`src/rtl/pwmch_pkg.sv`:
```
package pwmch_pkg;
  typedef struct packed {
    logic limHit;
    logic matHit;
    logic zeroHit;
    logic limZero;
  } pwmStat_t;

  typedef struct packed {
    logic clear;
    logic stepUp;
    logic stepDown;
    logic reload;
  } pwmStrobe_t;
endpackage

```
`src/rtl/pwmch_datapath.sv`:
```
module pwmch_datapath
  import pwmch_pkg::*;
#(
  parameter int CNT_W = 32
) (
  input  logic             clk,
  input  logic             rstN,
  input  logic             run,
  input  logic             wrEn,
  input  logic             wrSel,
  input  logic [CNT_W-1:0] wrData,
  input  logic             rdSel,
  input  pwmStrobe_t       strb,
  output pwmStat_t         stat,
  output logic [CNT_W-1:0] rdData,
  output logic [CNT_W-1:0] tc
);
  localparam logic [CNT_W-1:0] ALL_ONES = '1;

  logic [CNT_W-1:0] limWr, limOp, matWr, matOp;

  always_ff @(posedge clk or negedge rstN) begin
    if (!rstN) begin
      limWr <= ALL_ONES;
      limOp <= ALL_ONES;
      matWr <= ALL_ONES;
      matOp <= ALL_ONES;
    end else begin
      if (wrEn) begin
        if (wrSel) matWr <= wrData;
        else       limWr <= wrData;
      end
      if (!run) begin
        limOp <= (wrEn && !wrSel) ? wrData : limWr;
        matOp <= (wrEn &&  wrSel) ? wrData : matWr;
      end else if (strb.reload) begin
        limOp <= limWr;
        matOp <= matWr;
      end
    end
  end

  always_ff @(posedge clk or negedge rstN) begin
    if (!rstN)              tc <= '0;
    else if (strb.clear)    tc <= '0;
    else if (strb.stepUp)   tc <= tc + 1'b1;
    else if (strb.stepDown) tc <= tc - 1'b1;
  end

  always_comb begin
    stat.limHit  = (tc == limOp);
    stat.matHit  = (tc == matOp) && (matOp < limOp);
    stat.zeroHit = (tc == '0);
    stat.limZero = (limOp == '0);
  end

  assign rdData = rdSel ? matOp : limOp;

  // while running the counter never passes the operating period
  p_tc_bound_r3: assert property (@(posedge clk) disable iff (!rstN)
    run |-> (tc <= limOp));

  // operating copies move only on a reload strobe while running
  p_op_stable_r8: assert property (@(posedge clk) disable iff (!rstN)
    (run && !strb.reload) |=> ($stable(limOp) && $stable(matOp)));
endmodule

```
`src/rtl/pwmch_ctrl.sv`:
```
module pwmch_ctrl
  import pwmch_pkg::*;
#(
  parameter int DT_W = 8
) (
  input  logic            clk,
  input  logic            rstN,
  input  logic            run,
  input  logic            centerMode,
  input  logic            deadEn,
  input  logic            holdUpdate,
  input  logic [DT_W-1:0] deadVal,
  input  pwmStat_t        stat,
  output pwmStrobe_t      strb,
  output logic            aAct,
  output logic            bAct
);
  localparam logic [DT_W-1:0] ONE = DT_W'(1);

  logic goingUp, pendA, pendB;
  logic [DT_W-1:0] dtCnt;
  logic evToA, evToB;

  always_comb begin
    strb = '0;
    if (!run) begin
      strb.clear = 1'b1;
    end else if (!centerMode) begin
      if (stat.limHit) strb.clear = 1'b1;
      else             strb.stepUp = 1'b1;
      strb.reload = stat.limHit && !holdUpdate;
    end else if (goingUp) begin
      if (stat.limZero)     strb = '0;
      else if (stat.limHit) strb.stepDown = 1'b1;
      else                  strb.stepUp = 1'b1;
    end else if (stat.zeroHit) begin
      strb.stepUp = 1'b1;
      strb.reload = !holdUpdate;
    end else begin
      strb.stepDown = 1'b1;
    end
  end

  assign evToA = run && stat.matHit && (!centerMode || goingUp);
  assign evToB = run && ((!centerMode && stat.limHit) ||
                         (centerMode && stat.matHit && !goingUp));

  always_ff @(posedge clk or negedge rstN) begin
    if (!rstN) begin
      goingUp <= 1'b1;
      aAct    <= 1'b0;
      bAct    <= 1'b0;
      pendA   <= 1'b0;
      pendB   <= 1'b0;
      dtCnt   <= '0;
    end else if (!run) begin
      goingUp <= 1'b1;
      aAct    <= 1'b0;
      bAct    <= 1'b0;
      pendA   <= 1'b0;
      pendB   <= 1'b0;
    end else begin
      if (!centerMode)                                    goingUp <= 1'b1;
      else if (goingUp && stat.limHit && !stat.limZero)   goingUp <= 1'b0;
      else if (!goingUp && stat.zeroHit)                  goingUp <= 1'b1;

      if (evToA) begin
        bAct  <= 1'b0;
        pendB <= 1'b0;
        if (deadEn) begin
          pendA <= 1'b1;
          dtCnt <= deadVal;
        end else begin
          aAct  <= 1'b1;
          pendA <= 1'b0;
        end
      end else if (evToB) begin
        aAct  <= 1'b0;
        pendA <= 1'b0;
        if (deadEn) begin
          pendB <= 1'b1;
          dtCnt <= deadVal;
        end else begin
          bAct  <= 1'b1;
          pendB <= 1'b0;
        end
      end else if (pendA || pendB) begin
        if (dtCnt <= ONE) begin
          aAct  <= aAct | pendA;
          bAct  <= bAct | pendB;
          pendA <= 1'b0;
          pendB <= 1'b0;
        end else begin
          dtCnt <= dtCnt - ONE;
        end
      end
    end
  end

  // complementary outputs never overlap
  p_never_both_r11: assert property (@(posedge clk) disable iff (!rstN)
    !(aAct && bAct));

  // stopping parks both outputs passive
  p_stop_passive_r2: assert property (@(posedge clk) disable iff (!rstN)
    !run |=> (!aAct && !bAct));

  // without deadtime the period edge swaps the outputs at once
  p_nodead_swap_r4: assert property (@(posedge clk) disable iff (!rstN)
    (run && !deadEn && !centerMode && stat.limHit) |=> (bAct && !aAct));

  // with deadtime the rising output waits after the period edge
  p_dead_gap_r5: assert property (@(posedge clk) disable iff (!rstN)
    (run && deadEn && !centerMode && stat.limHit && (deadVal > ONE)) |=> !bAct);

  // in center mode the period value leaves the outputs alone
  p_center_lim_r7: assert property (@(posedge clk) disable iff (!rstN)
    (run && centerMode && stat.limHit && !pendA && !pendB) |=>
      ($stable(aAct) && $stable(bAct)));
endmodule

```
`src/rtl/dtpwm_channel.sv`:
```
module dtpwm_channel
  import pwmch_pkg::*;
#(
  parameter int CNT_W = 32,
  parameter int DT_W  = 8
) (
  input  logic             clk,
  input  logic             rstN,
  input  logic             run,
  input  logic             centerMode,
  input  logic             deadEn,
  input  logic             holdUpdate,
  input  logic             passiveLevel,
  input  logic [DT_W-1:0]  deadVal,
  input  logic             wrEn,
  input  logic             wrSel,
  input  logic [CNT_W-1:0] wrData,
  input  logic             rdSel,
  output logic [CNT_W-1:0] rdData,
  output logic [CNT_W-1:0] tcOut,
  output logic             outA,
  output logic             outB
);
  pwmStat_t   stat;
  pwmStrobe_t strb;
  logic       aAct, bAct;

  pwmch_datapath #(.CNT_W(CNT_W)) u_dp (
    .clk(clk), .rstN(rstN), .run(run),
    .wrEn(wrEn), .wrSel(wrSel), .wrData(wrData), .rdSel(rdSel),
    .strb(strb), .stat(stat), .rdData(rdData), .tc(tcOut)
  );

  pwmch_ctrl #(.DT_W(DT_W)) u_ctrl (
    .clk(clk), .rstN(rstN), .run(run), .centerMode(centerMode),
    .deadEn(deadEn), .holdUpdate(holdUpdate), .deadVal(deadVal),
    .stat(stat), .strb(strb), .aAct(aAct), .bAct(bAct)
  );

  assign outA = passiveLevel ^ aAct;
  assign outB = passiveLevel ^ bAct;
endmodule

```
`config.mk`:
```
export PLATFORM = sky130hd
export DESIGN_NAME = dtpwm_channel
export DESIGN_NICKNAME = d
export VERILOG_FILES = /design/src/rtl/pwmch_pkg.sv /design/src/rtl/pwmch_datapath.sv /design/src/rtl/pwmch_ctrl.sv /design/src/rtl/dtpwm_channel.sv
export SDC_FILE = /design/constraint.sdc
export NUM_CORES = 1
export LEC_CHECK = 0
export ABC_AREA = 1
export BUFFER_PORTS_ARGS = -buffer_cell sky130_fd_sc_hd__buf_2
export CORE_MARGIN = 2
export CORE_UTILIZATION = 52
export CTS_BUF_LIST = sky130_fd_sc_hd__clkbuf_8
export DETAILED_ROUTE_END_ITERATION = 16
export GPL_TIMING_DRIVEN = 0
export PLACE_DENSITY = 0.74
export REMOVE_ABC_BUFFERS = 1
export SETUP_SLACK_MARGIN = 0.5
export SLEW_MARGIN = 20
export SYNTH_ARGS = -nofsm -noshare
export SYNTH_HDL_FRONTEND = slang
export SYNTH_SLANG_ARGS = --single-unit
```
`constraint.sdc`:
```
create_clock -name clk -period 3.56 [get_ports clk]
set_input_delay 0.178 -clock clk [delete_from_list [all_inputs] [get_ports clk]]
set_output_delay 0.178 -clock clk [all_outputs]
set_load 0.01 [all_outputs]
```
* Word level (Yosys, flattened, before mapping) *
Cells that the tools add are included.

storage, ports and cells
  input bits = 50
  output and inout bits = 66
  register bits after elaboration = 173

operators by class
  reductions and logical operators = 31
  add/sub/neg operators = 3
  muxes and demuxes = 51
  magnitude comparators = 2
  equality and inequality tests = 9
  bitwise gates (word level) = 5

operator list
  kind                   count
  $mux 32                10
  $eq 32x32->1           2
  $logic_not 32->1       2
  $mux 8                 5
  $add 32x1->32 const B  1
  $lt 32x32->1           1
  $mux 1                 32
  $sub 32x1->32 const B  1
  $logic_and 1x1->1      13
  $reduce_and 3->1       3
  $le 8x1->1 const B     1
  $ne 4x1->1 const B     2
  $sub 8x1->8 const B    1
  $mux 3                 2
  $reduce_and 2->1       3
  $reduce_bool 3->1      2
  $logic_not 1->1        5
  $mux 2                 2
  $ne 4x2->1 const B     1
  $ne 4x3->1 const B     1
  $logic_or 1x1->1       3
  $ne 3x1->1 const B     1
  $ne 3x3->1 const B     1
  $ne 2x1->1 const B     1
  3 further kinds        5

* Logic depth before layout (Yosys ltp) *
  depth after elaboration = 9
  mapped depth = 22
  gate-level depth less buffers = 22

* Cells and area by module *
Synthesis repeated with hierarchy kept, for this count alone.

unflattened totals
  cell total of the unflattened synthesis = 1,674
  area total of the unflattened synthesis = 11,975.2 sq um

by module, submodules not included
  module          seq. area each (sq um)  instances  area an instance (sq um)  cells each
  pwmch_datapath  4,164.0                 1          10,826.6                  1,508
  pwmch_ctrl      326.6                   1          1,114.8                   157
  dtpwm_channel   0.0                     1          33.8                      9

* Worst setup path before layout *
Ideal clock, no wire load.

  kind = flip-flop to flip-flop
  start = register u_dp.limOp[23]
  end = register u_dp.tc[23]
  arrival = 3.385 ns
  cell stages (with the launch flop) = 22
  setup time = 0.119 ns
  period minus slack after synthesis = 3.504 ns
  path slack = 0.056 ns
  cells stage by stage = dfstp_2 > inv_1 > nand2_1 > nand4_1 > nor3_1 > nand2_1 > nor2_2 > nand3_1 > nand2_1 > inv_1 > nand2_2 > ha_1 > a21oi_1 > nand2_1 > a21oi_1 > o21ai_1 > a21oi_1 > o21ai_1 > nand2_1 > nand2_1 > nor2_1 > o21ai_2

between the ends
  cells in the longest elaborated chain, start to end = 8
  elaborated cells on any way between the ends = 13
  classes of those cells = eq/ne: 1; mux: 10; reduce/logical: 2

RTL lines
  what                    RTL line                            source
  from (decl)             pwmch_datapath.sv:20                logic [CNT_W-1:0] limWr, limOp, matWr, matOp;
  from (signal assigned)  pwmch_datapath.sv:34                limOp <= (wrEn && !wrSel) ? wrData : limWr;
  from (signal assigned)  pwmch_datapath.sv:37                limOp <= limWr;
  $eq 32x32->1            pwmch_datapath.sv:51                stat.limHit = (tc == limOp);
  $mux 1                  pwmch_ctrl.sv:29, pwmch_ctrl.sv:34
  $mux 2                  pwmch_ctrl.sv:33                    if (stat.limZero) strb = '0;
  $mux 3                  pwmch_ctrl.sv:32                    end else if (goingUp) begin
  $mux 2                  pwmch_ctrl.sv:28                    end else if (!centerMode) begin
  $mux 3                  pwmch_ctrl.sv:26                    if (!run) begin
  $mux 32                 pwmch_datapath.sv:46                else if (strb.stepUp) tc <= tc + 1'b1;
  $mux 32                 pwmch_datapath.sv:45                else if (strb.clear) tc <= '0;
  to (signal assigned)    pwmch_datapath.sv:46
  to (signal assigned)    pwmch_datapath.sv:47                else if (strb.stepDown) tc <= tc - 1'b1;
  to (decl)               pwmch_datapath.sv:16                output logic [CNT_W-1:0] tc

Several ways; a longest one is shown, not always the timed one.
A chain may end at the register's enable or synchronous reset.

* Final worst setup path *
  start = register u_dp.limOp[3]
  end = register u_dp.tc[23]

Same word-level chain as after synthesis.

==> report_table.html <==
<table>
<tr><th>Metric</th><th>Value</th></tr>
<tr><th colspan="2">Status</th></tr>
<tr><td>Status</td><td>finished clean</td></tr>
<tr><th colspan="2">Worst setup path</th></tr>
<tr><td>FF-to-FF path depth</td><td>20</td></tr>
<tr><td>Cell depth of the worst setup path</td><td>20</td></tr>
<tr><td>Slowest cell on the critical path</td><td>sky130_fd_sc_hd__dfstp_2</td></tr>
<tr><td>Number of buffers and inverters on the critical path</td><td>1</td></tr>
<tr><td>Reg-to-Reg Start</td><td>u_dp.limOp[3]</td></tr>
<tr><td>Largest fanout on the critical path</td><td>5</td></tr>
<tr><td>Cell with the most instances on the worst path</td><td>sky130_fd_sc_hd__nand2_1</td></tr>
<tr><td>WP data required</td><td>3970 ps</td></tr>
<tr><td>Endpoint of the most critical register-to-register path</td><td>u_dp.tc[23]</td></tr>
<tr><td>Type of element capturing the critical path</td><td>flop</td></tr>
<tr><td>Worst Path Class, Setup</td><td>flop to flop</td></tr>
<tr><td>Arrival time at the worst endpoint</td><td>3890 ps</td></tr>
<tr><td>Critical Path Start</td><td>u_dp.limOp[3]</td></tr>
<tr><td>Launching element type of the critical path</td><td>flop</td></tr>
<tr><td>Reg-to-reg setup timing slack</td><td>90 ps</td></tr>
<tr><td>List of cells traversed by the critical path</td><td>buf_4, nor4_1, nand3_1, nor2_1, nor2_2, nand2_4, nand2_8, nand2_8, ha_4, a21oi_2, nand2_2, a21oi_4, o21ai_4, a21oi_4, o21ai_2, nand2_1, nand2_2, nand2_1, nand2_1, o21ai_2</td></tr>
<tr><td>Max stage delay on crit path</td><td>400 ps</td></tr>
<tr><td>Top delay family on crit path</td><td>simple AND/OR/NAND/NOR gates</td></tr>
<tr><td>Worst setup path endpoint</td><td>u_dp.tc[23]</td></tr>
<tr><th colspan="2">STA</th></tr>
<tr><td>Setup Total Neg Slack</td><td>0 ps</td></tr>
<tr><td>Maximum clock frequency</td><td>0.2879 GHz</td></tr>
<tr><td>Period utilisation layout</td><td>0.9758</td></tr>
<tr><td>Final setup slack of the worst path</td><td>86.18 ps</td></tr>
<tr><td>Relative slew margins</td><td>0.2942</td></tr>
<tr><td>Final worst clock skew</td><td>16.58 ps</td></tr>
<tr><td>Setup-violating endpoint count in the final report</td><td>0</td></tr>
<tr><td>Count of endpoints failing hold in the final timing report</td><td>0</td></tr>
<tr><td>Final max-slew violation count</td><td>0</td></tr>
<tr><td>Slew at the pin closest to its max-slew limit</td><td>1059 ps</td></tr>
<tr><td>Minimum clock period</td><td>3474 ps</td></tr>
<tr><td>Unrepaired setup endpoints after global routing</td><td>yes</td></tr>
<tr><th colspan="2">GRT</th></tr>
<tr><td>Met1 capacity usage during global routing</td><td>0.3686</td></tr>
<tr><td>GR met2 Demand/Resource</td><td>0.4489</td></tr>
<tr><td>Met3 Usage GRT</td><td>0.03692</td></tr>
<tr><td>Largest net degree at the start of global routing</td><td>88</td></tr>
<tr><td>First-pass GRT wire length</td><td>52610 um</td></tr>
<tr><td>GRT Overall Usage</td><td>0.2731</td></tr>
<tr><td>Number of global-route vias before repair</td><td>10700</td></tr>
<tr><td>Total grt overflow</td><td>0</td></tr>
<tr><td>Global route hottest layer</td><td>met2</td></tr>
<tr><td>Number of antenna violations at the first check in global routing</td><td>0</td></tr>
<tr><th colspan="2">Cells and area</th></tr>
<tr><td>Storage element area</td><td>4518 sq um</td></tr>
<tr><td>Finished Layout Cells</td><td>2075</td></tr>
<tr><td>Synthesis-to-finish area growth</td><td>28.75%</td></tr>
<tr><td>Share of layout cells above drive strength 1</td><td>0.3222</td></tr>
<tr><td>Number of fill cells in the layout</td><td>1703</td></tr>
<tr><td>Share of the core filled with cells in the final layout</td><td>0.6859</td></tr>
<tr><td>Multi-input combinational cell area</td><td>7537 sq um</td></tr>
<tr><td>NumNets Final</td><td>1902</td></tr>
<tr><th colspan="2">Synthesis</th></tr>
<tr><td>Most instantiated flip-flop cell in the synthesis netlist</td><td>sky130_fd_sc_hd__dfstp_2</td></tr>
<tr><td>Most instantiated library cell after synthesis</td><td>sky130_fd_sc_hd__nand2_1</td></tr>
<tr><td>Flop and latch count out of synthesis</td><td>173</td></tr>
<tr><td>Post-synth top cells</td><td>504 x sky130_fd_sc_hd__nand2_1, 134 x sky130_fd_sc_hd__o21ai_0, 131 x sky130_fd_sc_hd__nor2_1</td></tr>
<tr><td>Number of enable-type register cells in the synthesized netlist</td><td>0</td></tr>
<tr><td>Share of Yosys cell area claimed by the top area cell type</td><td>0.2897</td></tr>
<tr><td>Average instance area after synthesis</td><td>7.414 sq um</td></tr>
<tr><td>Number of warning messages in the yosys log</td><td>0</td></tr>
<tr><td>Cell taking the most area after synthesis</td><td>sky130_fd_sc_hd__dfstp_2</td></tr>
<tr><td>Sequential-to-total area share from yosys stat</td><td>0.3839</td></tr>
<tr><td>Count of mapped cells out of synthesis</td><td>1578</td></tr>
<tr><td>Async set or reset register ratio after synthesis</td><td>1.000</td></tr>
<tr><td>Count of unique library cells instantiated by Yosys</td><td>43</td></tr>
<tr><td>Top cells by area in the synthesized netlist</td><td>sky130_fd_sc_hd__dfstp_2 29%, sky130_fd_sc_hd__nand2_1 16%, sky130_fd_sc_hd__dfrtp_1 9.4%</td></tr>
<tr><td>Post-synth design cell area</td><td>11700 sq um</td></tr>
<tr><th colspan="2">Hold path</th></tr>
<tr><td>Type of the most critical hold path</td><td>input port to flop</td></tr>
<tr><th colspan="2">Drt</th></tr>
<tr><td>Per-cell routed wire length</td><td>16.76 um</td></tr>
<tr><td>DRC</td><td>0</td></tr>
<tr><td>Via total after detailed routing</td><td>11600</td></tr>
<tr><td>Detailed Routing Iterations Pass 1</td><td>5</td></tr>
<tr><td>Violation count after the first detailed-routing iteration</td><td>1010</td></tr>
<tr><td>Total wire length</td><td>34770 um</td></tr>
<tr><td>Post-detailed-route count of antenna-violating nets</td><td>0</td></tr>
<tr><td>Vias per std cell</td><td>5.588</td></tr>
<tr><th colspan="2">Clocking</th></tr>
<tr><td>CTS buffer count</td><td>17</td></tr>
<tr><td>Maximum clock insertion buffer count</td><td>2</td></tr>
<tr><td>Clk pin slew, worst setup/hold paths</td><td>100 ps</td></tr>
<tr><td>Number of H-tree levels</td><td>4</td></tr>
<tr><td>Cell at the root of the clock tree</td><td>sky130_fd_sc_hd__clkbuf_8</td></tr>
<tr><td>CTS tree</td><td>built</td></tr>
<tr><td>Worst-skew pair later-pin latency</td><td>490 ps</td></tr>
<tr><td>CTS sink cnt</td><td>173</td></tr>
<tr><th colspan="2">Floorplanning</th></tr>
<tr><td>Die area</td><td>23710 sq um</td></tr>
<tr><td>Top-level port count</td><td>116</td></tr>
<tr><td>X dimension of the die</td><td>154.0 um</td></tr>
<tr><td>Placement row count</td><td>54</td></tr>
<tr><td>Effective utilization at floorplan</td><td>0.5328</td></tr>
<tr><td>Die height</td><td>154.0 um</td></tr>
<tr><td>Area inside the core boundary</td><td>21960 sq um</td></tr>
<tr><th colspan="2">Place</th></tr>
<tr><td>Final RePlAce weighted congestion</td><td>0.9183</td></tr>
<tr><td>Half-perimeter wire length after detailed placement</td><td>21350 um</td></tr>
<tr><td>Post-Place Cells</td><td>1927</td></tr>
<tr><td>Port-buffer cells</td><td>115</td></tr>
<tr><td>Worst-case setup slack after placement</td><td>-1163 ps</td></tr>
<tr><th colspan="2">Job</th></tr>
<tr><td>Maximum capacitance violations</td><td>0</td></tr>
<tr><th colspan="2">Power</th></tr>
<tr><td>P per Cell Area</td><td>641.6 nW/um^2</td></tr>
<tr><td>Standby leakage power</td><td>6.975 nW</td></tr>
<tr><td>Worst-case vdd ir drop</td><td>0.2934 mV</td></tr>
</table>
cell families (layout without fill, tap and decap cells):
| group | after synthesis | count (layout) | share of synthesized area |
|---|---|---|---|
| fa+ha+maj | 71 | 71 | 0.07658 |
| mux | 14 | 14 | 0.01198 |
| buf+inv | 187 | 395 | 0.06599 |
| xor+xnor | 67 | 67 | 0.05016 |
| simple gates | 745 | 753 | 0.2595 |
| flops | 173 | 173 | 0.3839 |
| other cells | 0 | 1 | 0 |
| compound gates | 321 | 321 | 0.1520 |
per-layer routing:
| layer | routed length (um) | up-vias |
|---|---|---|
| met3 | 2023 | 103 |
| li1 | - | 5585 |
| met5 | 0 | - |
| met2 | 16530 | 410 |
| met1 | 15030 | 5498 |
| met4 | 1185 | 0 |
flip-flops by register name, indices dropped and copies added (netlist names):
signal,flops
u_ctrl.dtCnt,8
u_dp.matWr,32
u_ctrl.pendA,1
u_dp.tc,32
u_ctrl.bAct,1
u_ctrl.pendB,1
u_dp.matOp,32
u_ctrl.aAct,1
u_dp.limOp,32
u_ctrl.goingUp,1
u_dp.limWr,32
cells in the final DEF, fill, tap and decap left out, drive strengths merged, types with 29 or more instances in the layout:
| cell type | n |
|---|---|
| nand2 | 516 |
| o21ai | 201 |
| buf | 197 |
| inv | 140 |
| nor2 | 135 |
| dfstp | 129 |
| a21oi | 89 |
| ha | 70 |
| xor2 | 56 |
| dfrtp | 44 |
| nand3 | 40 |
| dlygate4sd3 | 33 |
| nand4 | 29 |
report_power, final:
group | internal [mW] | total (mW) | switching, mW | leakage, nW
combinational | 2.10 | 4.91 | 2.81 | 4.86
clock | 0.779 | 1.62 | 0.837 | 0.227
sequential | 2.55 | 3.14 | 0.590 | 1.88
total | 5.43 | 9.66 | 4.23 | 6.98
area by class of cell:
class / count / area share
multi-input cells: 1226 / 0.5004
flip-flops and latches: 173 / 0.3000
repair buffers: 230 / 0.1131
inverters: 133 / 0.03364
well taps: 280 / 0.02326
clock buffers: 17 / 0.01553
clock inverters: 15 / 0.01387
diodes: 1 / 0.0001661
worst min-delay path by stage:
stage	from	endpoint	slack [ps]	depth (start not counted)
2_1_floorplan	rstN	u_ctrl.aAct	-120	0
3_3_place_gp	wrData[9]	u_dp.matWr[9]	450	3
3_5_place_dp	rstN	u_dp.tc[1]	230	1
4_1_cts	deadVal[0]	u_ctrl.dtCnt[0]	20	5
5_1_grt	deadVal[7]	u_ctrl.dtCnt[7]	50	5
6_report	deadVal[0]	u_ctrl.dtCnt[0]	20	5
worst reg2reg max path: cells and delay by family (launching register included):
kind                     cells  cell delay, ps
AO/OA/AOI/OAI                6             900
adder cells (fa/ha/maj)      1             230
buffers and inverters        1             140
flip-flops                   1             400
AND/OR/NAND/NOR             12            1750
through the flow:
step | hold slack [ps] | power [mW] | instance area [sq um]
final | 21.91 | 9.664 | 15060
after global routing | 48.97 | 10.28 | 15060
after CTS | 15.75 | 8.810 | 14140
after detailed placement | 230.7 | 6.646 | 12560
after global placement | 451.9 | 6.550 | 12350
after floorplan | -117.6 | 5.533 | 11430
repair_timing:
action,in CTS,in global routing
resized for setup,118,111
setup buffers,40,34
endpoints found under the setup margin,32,67
hold buffers,33,0
pin swaps,30,67
gates cloned,4,4
hold endpoints to repair,80,0
No activity file was read; power rests on OpenSTA's default activity.
